<file path="src/rtl/mdio_wv_pkg.sv">
package mdio_wv_pkg;
  typedef enum logic [1:0] {
    SEQ_IDLE,
    SEQ_WR,
    SEQ_RD,
    SEQ_CHK
  } seq_state_e;

  localparam logic [1:0] START_BITS = 2'b01;
  localparam logic [1:0] OP_WRITE   = 2'b01;
  localparam logic [1:0] OP_READ    = 2'b10;
  localparam logic [1:0] TA_WRITE   = 2'b10;
endpackage

</file>
<file path="src/rtl/mdio_wv_clkdiv.sv">
module mdio_wv_clkdiv #(
  parameter int DIV = 4
) (
  input  logic clk_i,
  input  logic rst_ni,
  input  logic en_i,
  output logic mdc_o,
  output logic rise_o,
  output logic end_o
);
  localparam int PH_W = (2 * DIV > 1) ? $clog2(2 * DIV) : 1;
  localparam logic [PH_W-1:0] PH_RISE = PH_W'(DIV - 1);
  localparam logic [PH_W-1:0] PH_LAST = PH_W'(2 * DIV - 1);
  localparam logic [PH_W-1:0] PH_HIGH = PH_W'(DIV);

  logic [PH_W-1:0] ph_q;

  always_ff @(posedge clk_i or negedge rst_ni) begin
    if (!rst_ni) begin
      ph_q <= '0;
    end else if (!en_i || ph_q == PH_LAST) begin
      ph_q <= '0;
    end else begin
      ph_q <= ph_q + 1'b1;
    end
  end

  assign mdc_o  = ph_q >= PH_HIGH;
  assign rise_o = en_i && (ph_q == PH_RISE);
  assign end_o  = en_i && (ph_q == PH_LAST);

  AST_MDC_IDLE: assert property (@(posedge clk_i) disable iff (!rst_ni)
    !en_i |-> !mdc_o);
endmodule

</file>
<file path="src/rtl/mdio_wv_frame.sv">
module mdio_wv_frame
  import mdio_wv_pkg::*;
#(
  parameter int PRE_LEN = 32,
  parameter int DIV     = 4
) (
  input  logic        clk_i,
  input  logic        rst_ni,
  input  logic        start_i,
  input  logic        rd_i,
  input  logic [4:0]  phy_i,
  input  logic [4:0]  reg_i,
  input  logic [15:0] wdata_i,
  input  logic        mdio_i,
  output logic        mdc_o,
  output logic        mdio_o,
  output logic        mdio_oe_o,
  output logic        active_o,
  output logic        done_o,
  output logic [15:0] rd_data_o
);
  localparam int FRAME_LEN = PRE_LEN + 32;
  localparam int CNT_W     = $clog2(FRAME_LEN);
  localparam logic [CNT_W-1:0] TA_POS   = CNT_W'(PRE_LEN + 14);
  localparam logic [CNT_W-1:0] DATA_POS = CNT_W'(PRE_LEN + 16);
  localparam logic [CNT_W-1:0] LAST_POS = CNT_W'(FRAME_LEN - 1);

  logic                 active_q;
  logic                 rd_q;
  logic                 done_q;
  logic [CNT_W-1:0]     cnt_q;
  logic [FRAME_LEN-1:0] frame_q;
  logic [15:0]          rsh_q;
  logic                 bit_rise;
  logic                 bit_end;
  logic [FRAME_LEN-1:0] frame_init;

  mdio_wv_clkdiv #(.DIV(DIV)) u_div (
    .clk_i  (clk_i),
    .rst_ni (rst_ni),
    .en_i   (active_q),
    .mdc_o  (mdc_o),
    .rise_o (bit_rise),
    .end_o  (bit_end)
  );

  always_comb begin
    frame_init = {{PRE_LEN{1'b1}}, START_BITS, (rd_i ? OP_READ : OP_WRITE),
                  phy_i, reg_i, (rd_i ? 2'b00 : TA_WRITE),
                  (rd_i ? 16'h0000 : wdata_i)};
  end

  always_ff @(posedge clk_i or negedge rst_ni) begin
    if (!rst_ni) begin
      active_q <= 1'b0;
      rd_q     <= 1'b0;
      done_q   <= 1'b0;
      cnt_q    <= '0;
      frame_q  <= '0;
      rsh_q    <= '0;
    end else begin
      done_q <= 1'b0;
      if (!active_q) begin
        if (start_i) begin
          active_q <= 1'b1;
          rd_q     <= rd_i;
          cnt_q    <= '0;
          frame_q  <= frame_init;
        end
      end else begin
        // read data is taken on the edge where mdc goes high
        if (bit_rise && rd_q && cnt_q >= DATA_POS) begin
          rsh_q <= {rsh_q[14:0], mdio_i};
        end
        if (bit_end) begin
          frame_q <= {frame_q[FRAME_LEN-2:0], 1'b0};
          if (cnt_q == LAST_POS) begin
            active_q <= 1'b0;
            done_q   <= 1'b1;
            cnt_q    <= '0;
          end else begin
            cnt_q <= cnt_q + 1'b1;
          end
        end
      end
    end
  end

  assign mdio_oe_o = active_q && !(rd_q && cnt_q >= TA_POS);
  assign mdio_o    = mdio_oe_o && frame_q[FRAME_LEN-1];
  assign active_o  = active_q;
  assign done_o    = done_q;
  assign rd_data_o = rsh_q;

  AST_START_IDLE: assert property (@(posedge clk_i) disable iff (!rst_ni)
    start_i |-> !active_q);
endmodule

</file>
<file path="src/rtl/mdio_wv_host.sv">
module mdio_wv_host (
  input  logic        clk_i,
  input  logic        rst_ni,
  input  logic        wr_lo_i,
  input  logic        wr_hi_i,
  input  logic [7:0]  byte_i,
  input  logic        busy_i,
  output logic        launch_o,
  output logic [15:0] word_o,
  output logic        ignore_o
);
  logic [7:0] lo_byte_q;
  logic       lo_seen_q;
  logic       lo_ok;
  logic       hi_ok;

  assign lo_ok = wr_lo_i && !busy_i;
  // high load needs one idle cycle after the low load
  assign hi_ok = wr_hi_i && !busy_i && !wr_lo_i && !lo_seen_q;

  always_ff @(posedge clk_i or negedge rst_ni) begin
    if (!rst_ni) begin
      lo_byte_q <= '0;
      lo_seen_q <= 1'b0;
    end else begin
      lo_seen_q <= lo_ok;
      if (lo_ok) lo_byte_q <= byte_i;
    end
  end

  assign launch_o = hi_ok;
  assign word_o   = {byte_i, lo_byte_q};
  assign ignore_o = (wr_lo_i && busy_i) || (wr_hi_i && !hi_ok);

  AST_LO_HOLD: assert property (@(posedge clk_i) disable iff (!rst_ni)
    busy_i |=> $stable(lo_byte_q));
endmodule

</file>
<file path="src/rtl/mdio_wv_seq.sv">
module mdio_wv_seq
  import mdio_wv_pkg::*;
#(
  parameter int MAX_RETRY = 3
) (
  input  logic        clk_i,
  input  logic        rst_ni,
  input  logic        launch_i,
  input  logic [15:0] word_i,
  input  logic [4:0]  phy_i,
  input  logic [4:0]  reg_i,
  input  logic        ignore_i,
  input  logic        eng_done_i,
  input  logic [15:0] eng_rdata_i,
  output logic        start_o,
  output logic        rd_o,
  output logic [15:0] wdata_o,
  output logic [4:0]  phy_o,
  output logic [4:0]  reg_o,
  output logic [2:0]  status_o
);
  localparam int RET_W = $clog2(MAX_RETRY + 2);
  localparam logic [RET_W-1:0] RET_MAX = RET_W'(MAX_RETRY);

  seq_state_e       state_q;
  logic             start_q;
  logic             rd_q;
  logic [RET_W-1:0] retry_q;
  logic [15:0]      wdata_q;
  logic [4:0]       phy_q;
  logic [4:0]       reg_q;
  logic             fail_q;
  logic             ign_q;

  always_ff @(posedge clk_i or negedge rst_ni) begin
    if (!rst_ni) begin
      state_q <= SEQ_IDLE;
      start_q <= 1'b0;
      rd_q    <= 1'b0;
      retry_q <= '0;
      wdata_q <= '0;
      phy_q   <= '0;
      reg_q   <= '0;
      fail_q  <= 1'b0;
      ign_q   <= 1'b0;
    end else begin
      start_q <= 1'b0;
      if (ignore_i) ign_q <= 1'b1;
      unique case (state_q)
        SEQ_IDLE: begin
          if (launch_i) begin
            state_q <= SEQ_WR;
            start_q <= 1'b1;
            rd_q    <= 1'b0;
            retry_q <= '0;
            wdata_q <= word_i;
            phy_q   <= phy_i;
            reg_q   <= reg_i;
            fail_q  <= 1'b0;
            ign_q   <= 1'b0;
          end
        end
        SEQ_WR: begin
          if (eng_done_i) begin
            state_q <= SEQ_RD;
            start_q <= 1'b1;
            rd_q    <= 1'b1;
          end
        end
        SEQ_RD: begin
          if (eng_done_i) state_q <= SEQ_CHK;
        end
        SEQ_CHK: begin
          if (eng_rdata_i == wdata_q) begin
            state_q <= SEQ_IDLE;
          end else if (retry_q == RET_MAX) begin
            fail_q  <= 1'b1;
            state_q <= SEQ_IDLE;
          end else begin
            retry_q <= retry_q + 1'b1;
            state_q <= SEQ_WR;
            start_q <= 1'b1;
            rd_q    <= 1'b0;
          end
        end
        default: state_q <= SEQ_IDLE;
      endcase
    end
  end

  assign start_o  = start_q;
  assign rd_o     = rd_q;
  assign wdata_o  = wdata_q;
  assign phy_o    = phy_q;
  assign reg_o    = reg_q;
  assign status_o = {ign_q, fail_q, (state_q != SEQ_IDLE)};

  AST_RETRY_BOUND: assert property (@(posedge clk_i) disable iff (!rst_ni)
    retry_q <= RET_MAX);
  AST_FAIL_IDLE: assert property (@(posedge clk_i) disable iff (!rst_ni)
    $rose(fail_q) |-> state_q == SEQ_IDLE);
  AST_DATA_HOLD: assert property (@(posedge clk_i) disable iff (!rst_ni)
    state_q != SEQ_IDLE |=> $stable(wdata_q));
endmodule

</file>
<file path="src/rtl/mdio_wv_ctrl.sv">
module mdio_wv_ctrl #(
  parameter int CLK_DIV   = 4,
  parameter int MAX_RETRY = 3,
  parameter int PRE_LEN   = 32
) (
  input  logic       clk_i,
  input  logic       rst_ni,
  input  logic       wr_lo_i,
  input  logic       wr_hi_i,
  input  logic [7:0] wbyte_i,
  input  logic [4:0] phy_addr_i,
  input  logic [4:0] reg_addr_i,
  output logic [2:0] status_o,
  output logic       mdc_o,
  output logic       mdio_o,
  output logic       mdio_oe_o,
  input  logic       mdio_i
);
  logic        launch;
  logic [15:0] word;
  logic        ignore;
  logic        eng_start;
  logic        eng_rd;
  logic [15:0] eng_wdata;
  logic [4:0]  eng_phy;
  logic [4:0]  eng_reg;
  logic        eng_active;
  logic        eng_done;
  logic [15:0] eng_rdata;
  logic [2:0]  status;

  mdio_wv_host u_host (
    .clk_i    (clk_i),
    .rst_ni   (rst_ni),
    .wr_lo_i  (wr_lo_i),
    .wr_hi_i  (wr_hi_i),
    .byte_i   (wbyte_i),
    .busy_i   (status[0]),
    .launch_o (launch),
    .word_o   (word),
    .ignore_o (ignore)
  );

  mdio_wv_seq #(.MAX_RETRY(MAX_RETRY)) u_seq (
    .clk_i       (clk_i),
    .rst_ni      (rst_ni),
    .launch_i    (launch),
    .word_i      (word),
    .phy_i       (phy_addr_i),
    .reg_i       (reg_addr_i),
    .ignore_i    (ignore),
    .eng_done_i  (eng_done),
    .eng_rdata_i (eng_rdata),
    .start_o     (eng_start),
    .rd_o        (eng_rd),
    .wdata_o     (eng_wdata),
    .phy_o       (eng_phy),
    .reg_o       (eng_reg),
    .status_o    (status)
  );

  mdio_wv_frame #(.PRE_LEN(PRE_LEN), .DIV(CLK_DIV)) u_frame (
    .clk_i     (clk_i),
    .rst_ni    (rst_ni),
    .start_i   (eng_start),
    .rd_i      (eng_rd),
    .phy_i     (eng_phy),
    .reg_i     (eng_reg),
    .wdata_i   (eng_wdata),
    .mdio_i    (mdio_i),
    .mdc_o     (mdc_o),
    .mdio_o    (mdio_o),
    .mdio_oe_o (mdio_oe_o),
    .active_o  (eng_active),
    .done_o    (eng_done),
    .rd_data_o (eng_rdata)
  );

  assign status_o = status;

  AST_BUSY_MDC: assert property (@(posedge clk_i) disable iff (!rst_ni)
    (mdc_o || eng_active) |-> status[0]);
endmodule

</file>
<file path="config.mk">
export PLATFORM = sky130hd
export DESIGN_NAME = mdio_wv_ctrl
export DESIGN_NICKNAME = d
export VERILOG_FILES = /design/src/rtl/mdio_wv_pkg.sv /design/src/rtl/mdio_wv_clkdiv.sv /design/src/rtl/mdio_wv_frame.sv /design/src/rtl/mdio_wv_host.sv /design/src/rtl/mdio_wv_seq.sv /design/src/rtl/mdio_wv_ctrl.sv
export SDC_FILE = /design/constraint.sdc
export NUM_CORES = 1
export LEC_CHECK = 0
export ABC_AREA = 1
export BUFFER_PORTS_ARGS = -buffer_cell sky130_fd_sc_hd__buf_2
export CAP_MARGIN = 20
export CORE_MARGIN = 1.5
export CORE_UTILIZATION = 40
export CTS_BUF_LIST = sky130_fd_sc_hd__clkbuf_8 sky130_fd_sc_hd__clkbuf_16
export CTS_CLUSTER_DIAMETER = 200
export DETAILED_ROUTE_END_ITERATION = 16
export GPL_TIMING_DRIVEN = 0
export RECOVER_POWER = 50
export SYNTH_ARGS = -nofsm -noshare
export SYNTH_HDL_FRONTEND = slang
export SYNTH_SLANG_ARGS = --single-unit
</file>
<file path="constraint.sdc">
create_clock -name clk_i -period 1.65 [get_ports clk_i]
set_clock_uncertainty 0.05 [all_clocks]
set_input_delay 0.0825 -clock clk_i [delete_from_list [all_inputs] [get_ports clk_i]]
set_output_delay 0.0825 -clock clk_i [all_outputs]
set_load 0.05 [all_outputs]
</file>
==> results.py, run 1 <==
metrics = {
    "outcome": {
        "status": "finished, violations left",
        "violations": "setup timing",
    },
    "floorplan": {
        "io_pins": 29,
        "die_h_um": 126.1,
        "fp-row-count": 44,
        "die-area_um2": 15910,
        "core_area_um2": 14640,
        "die_w_um": 126.1,
        "initial_utilization_pct": 41.42,
    },
    "drt": {
        "firstDrtPassIters": 5,
        "via_per_inst": 4.865,
        "antenna_left": 0,
        "post_drt_wl_per_cell_um": 13.72,
        "vias": 4685,
        "drt_wl_total_um": 13220,
        "drtIter0Drc": 283,
        "drcViolationCount": 0,
    },
    "global_routing": {
        "grt_most_used_layer": "met2",
        "grt_pass1_vias": 4776,
        "grt_use_met1_pct": 22.40,
        "antenna_found_initial": 0,
        "grt_usage_pct": 17.84,
        "grt_pass1_wl_um": 22360,
        "grt_overflow": 0,
        "grt_max_degree": 98,
        "gr-usage-met2_pct": 29.57,
        "grt_use_met3_pct": 4.758,
    },
    "final_layout": {
        "layout-drive-gt1-share_pct": 19.77,
        "postLayoutCoreUtil_pct": 51.10,
        "antennaDiodeCount": 0,
        "design_area_um2": 7483,
        "fillCellCount": 1363,
        "multi_input_comb_area_um2": 2307,
        "area_growth_syn_to_layout_pct": 23.37,
        "regArea_um2": 3407,
        "fin_nets": 802,
    },
    "yosys": {
        "synth_area_um2": 6066,
        "synth.area.top_cells": "dfrtp_1, nand2_1, inv_1, a21oi_1, o21ai_0",
        "synth.distinct_cells": 36,
        "ys_seq_elements": 136,
        "ys_seq_area_share_pct": 56.11,
        "synth.top_cell.area_share_pct": 56.11,
        "syn_inst": 683,
        "avgSynthCellArea_um2": 8.881,
        "synth_nets": 719,
        "yosys.area.top_type": "dfrtp_1",
        "yosys_warnings": 0,
    },
    "sta": {
        "clock.fmax_mhz": 538.6,
        "grt_setup_unrepaired": "yes",
        "hold_viol_final": 0,
        "slew_viol_final": 0,
        "layout_setup_ws_ns": -0.2066,
        "fin_crit_sh_pct": 112.5,
        "worst_pin_slew_ns": 1.056,
        "setup_viol": 2,
        "period_needed_ns": 1.857,
        "slew_headroom_pct": 29.62,
    },
    "clock_network": {
        "clock_sinks": 136,
        "htree_levels": 4,
        "clockRootBuffer": "clkbuf_16",
        "clkTransAtPathRegs_ns": 0.06,
        "cts_buffers": 17,
        "clk_path_buf_depth": 2,
        "clkLatencyLatePin_ns": 0.42,
        "cts_tree": "built",
    },
    "critical_path": {
        "worstPathRequired_ns": 1.52,
        "cp-end-kind": "primary output",
        "reg2reg_from": "u_frame.u_div.ph_q[0]",
        "worstSetupPathType": "flip-flop to primary output",
        "rrSetupSlack_ns": 0.09,
        "cp.arrival_ns": 1.72,
        "rr_worst_depth": 8,
        "cp_max_fo": 2,
        "regToRegEndpoint": "u_frame.frame_q[62]",
        "cp-start-kind": "flip-flop",
    },
    "pwr": {
        "power_per_cell_area_nw_per_um2": 935.0,
        "vdd_ir_drop_max_v": 0.0007610,
        "p_leak_nw": 3.470,
        "power_w": 0.006997,
    },
    "placed_design": {
        "gp_congestion": 0.7916,
        "dp_slack_ns": -0.1484,
        "portBuffers": 28,
        "dpl-instance-area_um2": 6487,
        "dpl.hpwl_um": 8864,
    },
    "min_path": {
        "hp-class": "primary input to async pin",
    },
    "flow_run": {
        "maxCapViolCount": 0,
    },
}
-- stage by stage --
stage                     TNS (ns)  cells  hold slack [ns]
after floorplan                  0    683          -0.2631
after global placement     -191.98    895           0.2654
after detailed placement    -4.630    896         -0.02427
after CTS                  -0.3663    955           0.1011
after global routing        -2.780    963           0.3695
final                      -0.3996    963           0.3407
-- power breakdown --
part	internal, W	switching [W]	total [W]
Combinational	0.0000611	0.0000873	0.000148
Sequential	0.00334	0	0.00334
Clock	0.00201	0.00151	0.00351
Total	0.00540	0.00159	0.00700
-- placed cells by master (no fill, tap or decap), types with 15 or more instances in the layout --
master / count
a21oi_1: 40
a22oi_1: 15
buf_2: 33
buf_4: 28
clkbuf_16: 17
dfrtp_1: 133
dlygate4sd3_1: 22
inv_1: 60
nand2_1: 213
nor2_1: 38
o21ai_0: 42
o21ai_1: 20
-- metal layers --
metal / part of all wire, % / wire length (um)
met2: 49 / 6460
met1: 47 / 6163
met4: 1.2 / 162
met3: 3.2 / 428
met5: 0 / 0
-- cells by family after synthesis --
logic type	share of synthesized area, %
multiplexers	1.856
adder cells (fa/ha/maj)	2.682
XOR/XNOR	0.4332
flip-flops	56.11
buffers and inverters	7.385
AO/OA/AOI/OAI	12.91
AND/OR/NAND/NOR	18.63
-- Yosys cell counts --
library cell  number
clkbuf_1           5
buf_1              2
dfrtp_1          136
o31ai_1            2
mux2_2            10
o21ai_2            2
nand3_2            3
nor2_8             1
inv_2              2
nor2_1            40
xor2_1             3
o21ai_1           17
nor2_4             1
o21bai_1           1
or2_2              1
o21a_1             1
buf_2             16
a21oi_1           46
ha_1              13
clkbuf_2           1
inv_1             63
and2_1             1
buf_6              1
a31oi_1           11
nand2_2            2
a22oi_1           15
o211ai_1           1
o21ai_0           45
nor2_2             2
buf_4             10
nand4_1            5
nand2_1          214
o22ai_1            1
nand2_4            1
inv_4              1
nand3_1            7
-- how the worst max path moves through the flow --
stage	startpoint	endpoint	slack, ns	cells past startpoint
final	u_frame.cnt_q[0]	mdio_o	-0.21	7
after global routing	u_frame.cnt_q[0]	mdio_o	-0.29	7
after CTS	u_frame.cnt_q[0]	mdio_o	-0.20	7
after detailed placement	u_seq.state_q[0]	u_seq.wdata_o[6]	-0.15	7
after global placement	rst_ni	u_seq.retry_q[0]	-1.40	1
after floorplan	u_frame.cnt_q[0]	mdio_o	0.02	6
-- critical path: stages (launching register included) --
cell and delay, ns:
dfrtp_1 0.36, inv_1 0.05, ha_2 0.18, nor2_2 0.11, o21bai_2 0.09, a31oi_4 0.21, and2_4 0.17, buf_8 0.13
-- cell type report --
cell class / count / area share [%]
buffer: 35 / 3.177
sequential: 136 / 45.53
inverter: 66 / 3.377
tap: 184 / 3.076
clock inverter: 13 / 1.287
clock buffer: 19 / 6.052
multi-input combinational: 446 / 30.83
timing repair buffer: 64 / 6.671
-- registers in the layout, indices dropped and copies added (netlist names), 3 cells and up --
register            flops
u_seq.retry_q           3
u_seq.wdata_o          16
u_frame.frame_q        64
u_frame.cnt_q           6
u_host.lo_byte_q        8
u_frame.u_div.ph_q      3
u_seq.reg_o             5
u_frame.rd_data_o      16
u_seq.phy_o             5
-- timing repair --
| item | 4_1_cts | 5_1_grt |
|---|---|---|
| pin swaps | 0 | 7 |
| endpoints found under the hold margin | 85 | 0 |
| gates cloned | 0 | 1 |
| resized for setup | 14 | 46 |
| buffers inserted | 5 | 7 |
| setup endpoints to repair | 78 | 96 |
| hold buffers | 22 | 0 |
No activity file was read; power rests on OpenSTA's default activity.
==> inputs of run 2 (changes only) <==
--- a/config.mk
+++ b/config.mk
@@ -8,6 +8,7 @@
 export ABC_AREA = 1
 export BUFFER_PORTS_ARGS = -buffer_cell sky130_fd_sc_hd__buf_2
 export CAP_MARGIN = 20
+export CORE_ASPECT_RATIO = 0.5
 export CORE_MARGIN = 1.5
 export CORE_UTILIZATION = 40
 export CTS_BUF_LIST = sky130_fd_sc_hd__clkbuf_8 sky130_fd_sc_hd__clkbuf_16
==> run 2 against run 1 <==
Net effect:
- the flow still finishes with violations (setup timing)
- critical path depth fell by 1
- sequential power about the same
- sequential cell count unchanged
- via count shrank 1.2%
- final cell count grew 1.1%
- wire length fell by 5.0%
- first-iteration DRC count is 16% higher
- clock power grew 19%
==> results.py, run 2 (same netlist as run 1, synthesis figures left out) <==
metrics = {
    "clock_network": {
        "cts_buffers": 17,
        "clk_path_buf_depth": 2,
        "htree_levels": 4,
        "clkTransAtPathRegs_ns": 0.06,
        "clkLatencyLatePin_ns": 0.42,
        "cts_tree": "built",
        "clock_sinks": 136,
        "clockRootBuffer": "clkbuf_16",
    },
    "final_layout": {
        "area_growth_syn_to_layout_pct": 25.04,
        "layout_commonest_cell": "nand2_1",
        "antennaDiodeCount": 0,
        "regMostFlops": "u_frame.frame_q",
        "layout-drive-gt1-share_pct": 18.17,
        "design_area_um2": 7585,
        "final-instance-count-excl-fill": 974,
        "largest_reg_flops": 64,
        "final_cell_mix": "nand2_1, dfrtp_1, inv_1, a21oi_1, o21ai_0",
        "fin_nets": 799,
    },
    "drt": {
        "drt_wl_total_um": 12550,
        "drcViolationCount": 0,
        "post_drt_wl_per_cell_um": 12.89,
        "topRoutingLayerUsed": "met4",
        "dr_wl_met3_um": 311,
        "wl_met1_um": 6523,
        "wl_met2_um": 5566,
        "antenna_left": 0,
        "via_per_inst": 4.754,
        "firstDrtPassIters": 5,
        "drtIter0Drc": 327,
        "vias": 4630,
    },
    "pwr": {
        "p_clk_share_pct": 54.6,
        "switchingPower_w": 0.001584,
        "power_w": 0.007669,
        "p_seq_share_pct": 43.5,
        "p_int_w": 0.006085,
        "power_per_cell_area_nw_per_um2": 1011,
        "combPwrFrac_pct": 1.9,
        "p_leak_nw": 3.537,
        "vdd_ir_drop_max_v": 0.0006026,
        "sw_frac_of_total_pct": 20.66,
    },
    "outcome": {
        "status": "finished, violations left",
        "violations": "setup timing",
    },
    "sta": {
        "fin_crit_sh_pct": 112.2,
        "layout_setup_ws_ns": -0.2005,
        "setup_viol": 2,
        "hold_viol_final": 0,
        "finalSetupTns_ns": -0.3528,
        "clock.fmax_mhz": 540.4,
        "grt_setup_unrepaired": "yes",
        "slew_headroom_pct": 38.57,
        "worst_pin_slew_ns": 0.9214,
        "slew_viol_final": 0,
        "period_needed_ns": 1.850,
        "fin_hold_ws_ns": 0.2988,
    },
    "placed_design": {
        "dpl.cell_count": 910,
        "dpl.hpwl_um": 8375,
        "dpl-instance-area_um2": 6505,
        "gp_congestion": 0.7744,
        "portBuffers": 28,
    },
    "floorplan": {
        "die_w_um": 177.2,
        "io_pins": 29,
        "die-area_um2": 15960,
        "initial_utilization_pct": 41.48,
        "core_area_um2": 14620,
        "fp-row-count": 31,
        "die_h_um": 90.08,
    },
    "min_path": {
        "hp-class": "primary input to async pin",
    },
    "critical_path": {
        "cp-start-kind": "flip-flop",
        "critPathTopFamily": "flip-flops",
        "cp_max_fo": 5,
        "worstSetupPathType": "flip-flop to primary output",
        "cp.arrival_ns": 1.72,
        "cp-end-kind": "primary output",
        "worstPathRequired_ns": 1.52,
        "slowest_stage": "dfrtp_1",
        "cp_cell_sequence": "buf_4 > nor2_2 > o21bai_2 > a31oi_4 > and2_4 > buf_8",
        "worst-path-buf-inv": 2,
        "cpPeakStageDelay_ns": 0.39,
    },
    "global_routing": {
        "antenna_found_initial": 0,
        "grt_pass1_wl_um": 21500,
        "grt_overflow": 0,
        "grt_usage_pct": 17.13,
        "grt_pass1_vias": 4337,
        "grt_max_degree": 70,
    },
    "flow_run": {
        "maxCapViolCount": 0,
    },
}
## run 2: layout make-up
cell class	count	area [um^2]
Clock inverter	15	224.0
Buffer	34	240.2
Sequential cell	136	3403
Timing Repair Buffer	62	499.2
Clock buffer	17	425.4
Multi-Input combinational cell	446	2292
Tap cell	198	247.7
Fill cell	1307	7038
Inverter	66	252.7
## run 2: metrics by stage
stage	setup slack, ns	util, %
after floorplan	0.01856	-
after global placement	-1.502	44.25
after detailed placement	-0.2068	44.49
after CTS	-0.1987	50.87
after global routing	-0.2596	51.87
final	-0.2005	51.87
## run 2: final timing paths
path | start | end | slack (ns) | cells past startpoint
setup / recovery | u_frame.cnt_q[1] | mdio_o | -0.20 | 6
hold / removal | rst_ni | u_seq.wdata_o[11] | 0.30 | 2
setup reg to reg | u_frame.u_div.ph_q[0] | u_frame.frame_q[60] | 0.08 | 8
hold reg to reg | u_frame.u_div.ph_q[0] | u_frame.u_div.ph_q[0] | 0.42 | 1
max in group asynchronous | rst_ni | u_frame.frame_q[40] | 0.26 | 3
min in group clk_i | reg_addr_i[2] | u_seq.reg_o[2] | 0.38 | 3
## run 2: worst reg2reg max path: stages (launching register included)
cell and delay, ns:
dfrtp_1 0.40, ha_2 0.20, ha_1 0.19, nand2_2 0.11, buf_6 0.14, inv_4 0.07, buf_4 0.17, nand2_1 0.07
nand2_1 0.05
## run 2: per-layer routing
layer | up-vias | track usage, %
li1 | 2347 | -
met1 | 2219 | 24.61
met2 | 54 | 25.20
met3 | 10 | 3.553
met4 | 0 | 6.850
met5 | - | 0
## run 2: timing repair
action                                  CTS  global route
endpoints found under the hold margin    95             0
pin swaps                                 0             5
hold buffers                             22             0
gates resized for setup                  12            39
buffers inserted                          4             7
endpoints found under the setup margin   81            98
## run 2: power groups by stage
stage	clock (W)	sequential [W]	combinational, W
finish	0.00419	0.00334	0.000143
global route	0.00442	0.00333	0.000165
CTS	0.00425	0.00334	0.000155
detailed placement	0	0.00340	0.000115
global placement	0	0.00340	0.000106
floorplan	0	0.00340	0.00000653
